## src/rtl/rwf_pkg.sv

```systemverilog
package rwf_pkg;
  parameter int DATA_W   = 32;
  parameter int GLOBAL_N = 8;
  parameter int AREA_N   = 4;
  parameter int WIN_N    = 4;

  localparam int WIN_W   = (WIN_N > 1) ? $clog2(WIN_N) : 1;
  localparam int LOGIC_N = GLOBAL_N + 3 * AREA_N;
  localparam int ADDR_W  = $clog2(LOGIC_N);
  localparam int GIDX_W  = (GLOBAL_N > 1) ? $clog2(GLOBAL_N) : 1;
  localparam int AIDX_W  = (AREA_N > 1) ? $clog2(AREA_N) : 1;

  typedef logic [WIN_W-1:0] winPtr_t;

  typedef enum logic [2:0] {
    REG_GLOBAL, REG_PARAM, REG_LOCAL, REG_TEMP, REG_NONE
  } regArea_t;

  typedef enum logic [1:0] {ST_RUN, ST_SPILL, ST_FILL} winState_t;

  // Strobes from control to datapath
  typedef struct packed {
    winPtr_t curWin;
    logic    wrGate;
  } ctrlStrobe_t;

  function automatic winPtr_t winNext(winPtr_t p);
    return (int'(p) == WIN_N - 1) ? winPtr_t'(0) : winPtr_t'(int'(p) + 1);
  endfunction

  function automatic winPtr_t winPrev(winPtr_t p);
    return (int'(p) == 0) ? winPtr_t'(WIN_N - 1) : winPtr_t'(int'(p) - 1);
  endfunction

  function automatic regArea_t areaOf(logic [ADDR_W-1:0] a);
    int v;
    v = int'(a);
    if (v < GLOBAL_N)                   return REG_GLOBAL;
    else if (v < GLOBAL_N + AREA_N)     return REG_PARAM;
    else if (v < GLOBAL_N + 2 * AREA_N) return REG_LOCAL;
    else if (v < LOGIC_N)               return REG_TEMP;
    else                                return REG_NONE;
  endfunction

  function automatic int areaBase(regArea_t r);
    case (r)
      REG_PARAM: return GLOBAL_N;
      REG_LOCAL: return GLOBAL_N + AREA_N;
      REG_TEMP:  return GLOBAL_N + 2 * AREA_N;
      default:   return 0;
    endcase
  endfunction
endpackage

```

## src/rtl/rwf_ctrl.sv

```systemverilog
module rwf_ctrl
  import rwf_pkg::*;
(
  input  logic        clk,
  input  logic        rstN,
  input  logic        callReq,
  input  logic        retReq,
  input  logic        spillAck,
  input  logic        fillAck,
  output logic        ovfTrap,
  output logic        unfTrap,
  output ctrlStrobe_t strobe
);
  winState_t state;
  winPtr_t   curWin;
  winPtr_t   savedWin;
  logic      callOnly;
  logic      retOnly;

  assign callOnly = callReq && !retReq;
  assign retOnly  = retReq && !callReq;

  always_ff @(posedge clk or negedge rstN) begin
    if (!rstN) begin
      state    <= ST_RUN;
      curWin   <= '0;
      savedWin <= winPtr_t'(WIN_N - 1);
    end else begin
      case (state)
        ST_RUN: begin
          if (callOnly) begin
            if (winNext(curWin) == savedWin) state  <= ST_SPILL;
            else                             curWin <= winNext(curWin);
          end else if (retOnly) begin
            if (winPrev(curWin) == savedWin) state  <= ST_FILL;
            else                             curWin <= winPrev(curWin);
          end
        end
        ST_SPILL: begin
          if (spillAck) begin
            savedWin <= winNext(savedWin);
            curWin   <= winNext(curWin);
            state    <= ST_RUN;
          end
        end
        ST_FILL: begin
          if (fillAck) begin
            savedWin <= winPrev(savedWin);
            curWin   <= winPrev(curWin);
            state    <= ST_RUN;
          end
        end
        default: state <= ST_RUN;
      endcase
    end
  end

  assign ovfTrap       = (state == ST_SPILL);
  assign unfTrap       = (state == ST_FILL);
  assign strobe.curWin = curWin;
  assign strobe.wrGate = (state == ST_RUN);

  // pointers never coincide
  assert_ptr_apart_R8: assert property (@(posedge clk) disable iff (!rstN)
    curWin != savedWin);

  // pointer frozen while spill outstanding
  assert_spill_hold_R6: assert property (@(posedge clk) disable iff (!rstN)
    (ovfTrap && !spillAck) |=> ($stable(curWin) && ovfTrap));

  // acknowledge completes the call
  assert_spill_step_R6: assert property (@(posedge clk) disable iff (!rstN)
    (ovfTrap && spillAck) |=>
      (!ovfTrap && int'(curWin) == (int'($past(curWin)) + 1) % WIN_N));

  // overflow only follows a lone call
  assert_ovf_cause_R6: assert property (@(posedge clk) disable iff (!rstN)
    $rose(ovfTrap) |-> ($past(callReq) && !$past(retReq)));

  // pointer frozen while fill outstanding
  assert_fill_hold_R7: assert property (@(posedge clk) disable iff (!rstN)
    (unfTrap && !fillAck) |=> ($stable(curWin) && unfTrap));

  // acknowledge completes the return
  assert_fill_step_R7: assert property (@(posedge clk) disable iff (!rstN)
    (unfTrap && fillAck) |=>
      (!unfTrap && int'(curWin) == (int'($past(curWin)) + WIN_N - 1) % WIN_N));

  // simultaneous strobes do nothing
  assert_dual_ignored_R9: assert property (@(posedge clk) disable iff (!rstN)
    (!ovfTrap && !unfTrap && callReq && retReq) |=>
      ($stable(curWin) && !ovfTrap && !unfTrap));
endmodule

```

## src/rtl/rwf_datapath.sv

```systemverilog
module rwf_datapath
  import rwf_pkg::*;
(
  input  logic              clk,
  input  logic              rstN,
  input  ctrlStrobe_t       strobe,
  input  logic [ADDR_W-1:0] rdAddrA,
  input  logic [ADDR_W-1:0] rdAddrB,
  output logic [DATA_W-1:0] rdDataA,
  output logic [DATA_W-1:0] rdDataB,
  input  logic              wrEn,
  input  logic [ADDR_W-1:0] wrAddr,
  input  logic [DATA_W-1:0] wrData
);
  localparam int RD_PORTS = 2;

  logic [DATA_W-1:0] globalReg [GLOBAL_N];
  // sharedReg[w] = incoming area of window w = outgoing area of window w-1
  logic [DATA_W-1:0] sharedReg [WIN_N][AREA_N];
  logic [DATA_W-1:0] localReg  [WIN_N][AREA_N];

  logic [ADDR_W-1:0] rdAddr [RD_PORTS];
  logic [DATA_W-1:0] rdData [RD_PORTS];
  winPtr_t           nextWin;

  assign rdAddr[0] = rdAddrA;
  assign rdAddr[1] = rdAddrB;
  assign rdDataA   = rdData[0];
  assign rdDataB   = rdData[1];
  assign nextWin   = winNext(strobe.curWin);

  for (genvar p = 0; p < RD_PORTS; p++) begin : g_read
    regArea_t rdArea;
    int       rdOff;
    always_comb begin
      rdArea = areaOf(rdAddr[p]);
      rdOff  = int'(rdAddr[p]) - areaBase(rdArea);
      case (rdArea)
        REG_GLOBAL: rdData[p] = globalReg[GIDX_W'(rdOff)];
        REG_PARAM:  rdData[p] = sharedReg[strobe.curWin][AIDX_W'(rdOff)];
        REG_LOCAL:  rdData[p] = localReg[strobe.curWin][AIDX_W'(rdOff)];
        REG_TEMP:   rdData[p] = sharedReg[nextWin][AIDX_W'(rdOff)];
        default:    rdData[p] = '0;
      endcase
    end
  end

  regArea_t wrArea;
  int       wrOff;
  always_comb begin
    wrArea = areaOf(wrAddr);
    wrOff  = int'(wrAddr) - areaBase(wrArea);
  end

  always_ff @(posedge clk or negedge rstN) begin
    if (!rstN) begin
      for (int g = 0; g < GLOBAL_N; g++) globalReg[g] <= '0;
      for (int w = 0; w < WIN_N; w++) begin
        for (int i = 0; i < AREA_N; i++) begin
          sharedReg[w][i] <= '0;
          localReg[w][i]  <= '0;
        end
      end
    end else if (wrEn && strobe.wrGate) begin
      case (wrArea)
        REG_GLOBAL: globalReg[GIDX_W'(wrOff)] <= wrData;
        REG_PARAM:  sharedReg[strobe.curWin][AIDX_W'(wrOff)] <= wrData;
        REG_LOCAL:  localReg[strobe.curWin][AIDX_W'(wrOff)] <= wrData;
        REG_TEMP:   sharedReg[nextWin][AIDX_W'(wrOff)] <= wrData;
        default: ;
      endcase
    end
  end

  // two ports on one register agree
  assert_ports_agree_R11: assert property (@(posedge clk) disable iff (!rstN)
    (rdAddrA == rdAddrB) |-> (rdDataA == rdDataB));
endmodule

```

## src/rtl/register_window_file.sv

```systemverilog
module register_window_file
  import rwf_pkg::*;
(
  input  logic              clk,
  input  logic              rstN,
  input  logic              callReq,
  input  logic              retReq,
  input  logic [ADDR_W-1:0] rdAddrA,
  output logic [DATA_W-1:0] rdDataA,
  input  logic [ADDR_W-1:0] rdAddrB,
  output logic [DATA_W-1:0] rdDataB,
  input  logic              wrEn,
  input  logic [ADDR_W-1:0] wrAddr,
  input  logic [DATA_W-1:0] wrData,
  input  logic              spillAck,
  input  logic              fillAck,
  output logic              ovfTrap,
  output logic              unfTrap,
  output logic [WIN_W-1:0]  cwp
);
  ctrlStrobe_t strobe;

  rwf_ctrl u_ctrl (
    .clk(clk), .rstN(rstN), .callReq(callReq), .retReq(retReq),
    .spillAck(spillAck), .fillAck(fillAck),
    .ovfTrap(ovfTrap), .unfTrap(unfTrap), .strobe(strobe)
  );

  rwf_datapath u_dp (
    .clk(clk), .rstN(rstN), .strobe(strobe),
    .rdAddrA(rdAddrA), .rdAddrB(rdAddrB),
    .rdDataA(rdDataA), .rdDataB(rdDataB),
    .wrEn(wrEn), .wrAddr(wrAddr), .wrData(wrData)
  );

  assign cwp = strobe.curWin;
endmodule

```

## config.mk

```make
export PLATFORM = sky130hd
export DESIGN_NAME = register_window_file
export DESIGN_NICKNAME = d
export VERILOG_FILES = /design/src/rtl/rwf_pkg.sv /design/src/rtl/rwf_ctrl.sv /design/src/rtl/rwf_datapath.sv /design/src/rtl/register_window_file.sv
export SDC_FILE = /design/constraint.sdc
export NUM_CORES = 2
export LEC_CHECK = 0
export BUFFER_PORTS_ARGS = -buffer_cell sky130_fd_sc_hd__buf_4
export CAP_MARGIN = 10
export CORE_MARGIN = 10
export CORE_UTILIZATION = 40
export DETAILED_ROUTE_END_ITERATION = 7
export PLACE_DENSITY_LB_ADDON = 0.1
export SLEW_MARGIN = 30
export SYNTH_ARGS = -nofsm -noshare
export SYNTH_HDL_FRONTEND = slang
export SYNTH_SLANG_ARGS = --single-unit
```

## constraint.sdc

```tcl
create_clock -name clk -period 4.8 [get_ports clk]
set_input_delay 0.96 -clock clk [delete_from_list [all_inputs] [get_ports clk]]
set_output_delay 0.96 -clock clk [all_outputs]
set_load 0.02 [all_outputs]
```

==> metrics.cfg <==
[global_route]
grt_pass1_wl_mm = 288
grt_max_degree = 135
grt-ovfl-total = 0
grt_pass1_vias = 39315
grtUsageTotal_pct = 23.5
grt_antenna_before_repair = 5

[clocking]
clock-sinks = 1286
clock_latency_ns = 0.78
htreeDepth = 4
clockBufferDepth = 3
cts_buffers = 147
cts_tree = built
cts_root_buffer = clkbuf_16
path_clk_slew_ns = 0.05

[critical_path]
cp_slowest_stage_delay_ns = 0.56
r2r_slack_ns = 1.55
startpoint = u_ctrl.curWin[0]
r2r-start = u_ctrl.state[0]
path_class = reg -> out
reg2reg_depth = 7
timing.rr.end = u_dp.localReg[70]
crit_cells = 11
cp.arrival_ns = 3.74
required_ns = 3.84
critical_path.max_fanout = 18
crit_end = rdDataA[24]
slowest_stage = mux4_2
cp-start-kind = flip-flop
crit_top_cell = buf_4
critPathBufInv = 6
crit_chain = buf_4 -> buf_4 -> nor2_8 -> buf_12 -> buf_12 -> buf_16 -> mux4_2 -> nand2_1 -> nand4_1 -> nand4b_1 -> buf_4
worstSetupEndpointType = output pin
path_delay_family = buffers and inverters

[logic_synthesis]
yosysWarnings = 0
netlist-cell-type-count = 54
async_reset_ff_share_pct = 100
syn-instance-count = 4219
ys_ff_latch = 1286
avgSynthCellArea_um2 = 14.4
syn_nets = 4287
syn_area_mm2 = 0.0607
yosysSeqAreaShare_pct = 53.1
ys.flop_type = dfrtp_1
synth_enable_flop_cells = 0

[cells_and_area]
syn_to_final_growth_pct = 11.0
nFillCells = 13053
drive_gt1_share_pct = 44.9
final_nets = 3737
register_area_mm2 = 0.0322
fin_util_pct = 44.8
multi_input_area_mm2 = 0.0247
final_cells = 5790

[pwr]
p_per_area_mw_per_mm2 = 535
p_leak_nw = 30.0
vdd_drop_max_mv = 0.525

[floorplanning]
rows = 142
start_util_pct = 40.4
fp.dieW_um = 409
die_area_mm2 = 0.168
ios = 122
coreArea_mm2 = 0.150
die_y_um = 409

[timing]
maxSlewViolCount = 0
slew_headroom_pct = 26.2
fmax_mhz = 213
worstMarginPinSlew_ns = 1.11
skew_ns = 0.0261
min_period_ns = 4.70
hold_viol_final = 0
fin_crit_sh_pct = 97.9
setup_viol = 0

[placed_design]
place_congestion = 0.823
dp_cells = 5517
port_buffers = 121
place_hpwl_mm = 121

[routing]
viasPerCell = 6.26
dr.pass1.iters = 6
postRouteAntennaNets = 0
vias = 36246
drt_wl_total_mm = 201
wire_per_inst_um = 34.6
drt_iter0_drc = 3648
drc = 0

[flow_run]
drv_cap = 0

[run_status]
outcome = completed

[min_path]
holdCritPathClass = in -> async

## logic make-up after synthesis
| kind of cell | share of synthesized area, % |
|---|---|
| AOI/OAI and AO/OA | 5.20 |
| xor gates and xnor gates | 0.0722 |
| adders and majority gates | 0.289 |
| buffers and inverters | 6.58 |
| DFF | 53.1 |
| muxes | 31.5 |
| and+or+nand+nor | 3.30 |
## worst min path at each step
stage	startpoint	to	slack, ns	depth (start not counted)
after floorplan	u_dp.localReg[128]	u_dp.localReg[128]	0.42	1
after global placement	u_dp.localReg[184]	u_dp.localReg[184]	0.36	0
after detailed placement	u_dp.localReg[137]	u_dp.localReg[137]	0.36	0
after CTS	rstN	u_dp.sharedReg[509]	0.19	1
after global routing	rstN	u_dp.localReg[411]	0.17	1
final	rstN	u_dp.localReg[411]	0.15	1
## registers in the layout, summed over array words and instances (netlist names)
register	count
u_dp.sharedReg	512
u_ctrl.savedWin	2
u_ctrl.state	2
u_ctrl.curWin	2
u_dp.localReg	512
u_dp.globalReg	256
## layout make-up
class	count	area share [%]
Sequential cell	1286	47.8
Tap cell	2016	3.75
Inverter	13	0.0725
Clock inverter	32	0.746
Clock buffer	220	6.46
Multi-Input combinational cell	1941	36.7
Timing Repair Buffer	280	4.40
Antenna cell	2	0.00744
## synth_stat cells, types with 2 or more instances
library cell	n	area share, %
or2_1	3	0.031
nor2_1	16	0.099
buf_1	35	0.22
nand2_1	139	0.86
or3b_2	2	0.029
a21oi_1	6	0.050
clkbuf_1	834	5.2
or3_1	2	0.021
a22oi_1	260	3.2
a22o_1	57	0.82
nand3_1	12	0.099
and4_1	52	0.75
nor3_1	5	0.041
inv_1	13	0.080
mux2i_1	6	0.099
and3b_1	2	0.029
dfstp_2	2	0.087
buf_2	79	0.65
and3_1	4	0.041
mux2_1	29	0.54
mux2_2	614	11
nand4b_1	6	0.087
and2_1	16	0.17
dfrtp_1	1284	53
nor3b_2	3	0.062
mux4_2	524	19
buf_6	14	0.26
nor3_2	5	0.083
nand4_1	66	0.68
ha_1	14	0.29
xnor2_1	3	0.043
a32o_1	3	0.050
a21o_1	3	0.037
a211o_1	2	0.029
xor2_1	2	0.029
o21ai_0	2	0.017
nor3b_1	3	0.037
a221oi_1	59	0.85
o2bb2ai_1	3	0.043
buf_4	17	0.21
nor2b_1	5	0.052
## repair_timing
item | in CTS | in global routing
resized for setup | 4 | 7
cloned | 3 | 3
pin swaps | 2 | 3
endpoints found under the hold margin | 0 | 0
endpoints found under the setup margin | 60 | 6
setup buffers | 10 | 3
hold buffers | 0 | 0
## where the power goes
part	switching (mW)	internal, mW
clock network	4.58	6.78
logic	5.42	5.36
registers	1.23	12.6
## per-layer routing
| layer | GRT usage, % | vias up | routed length [um] |
|---|---|---|---|
| li1 | - | 14299 | - |
| met1 | 31.0 | 19523 | 82000 |
| met2 | 36.9 | 1840 | 93100 |
| met3 | 5.99 | 574 | 15900 |
| met4 | 9.90 | 10 | 9400 |
| met5 | 0 | - | 66 |
## layout by cell type (no fill, tap or decap), types with 31 or more instances in the layout
| master | count |
|---|---|
| clkbuf_1 | 38 |
| buf_4 | 215 |
| and4_1 | 52 |
| clkbuf_16 | 154 |
| a22oi_1 | 260 |
| buf_12 | 47 |
| mux4_2 | 524 |
| a22o_1 | 57 |
| dfrtp_1 | 1282 |
| mux2_2 | 614 |
| nand2_1 | 131 |
| nand4_1 | 66 |
| a221oi_1 | 59 |
| clkbuf_8 | 31 |
## per-stage QoR
step	power (mW)	hold slack (ns)	worst slack, ns	area [um2]	TNS [ns]
floorplan	20.9	0.424	0.475	60700	0
global placement	23.9	0.360	0.404	62100	0
detailed placement	24.2	0.362	0.400	62100	0
CTS	36.1	0.188	0.0373	67100	0
global route	37.5	0.172	-0.00125	67300	-0.00125
finish	36.0	0.145	0.103	67300	0
No activity file was read; power rests on OpenSTA's default activity.
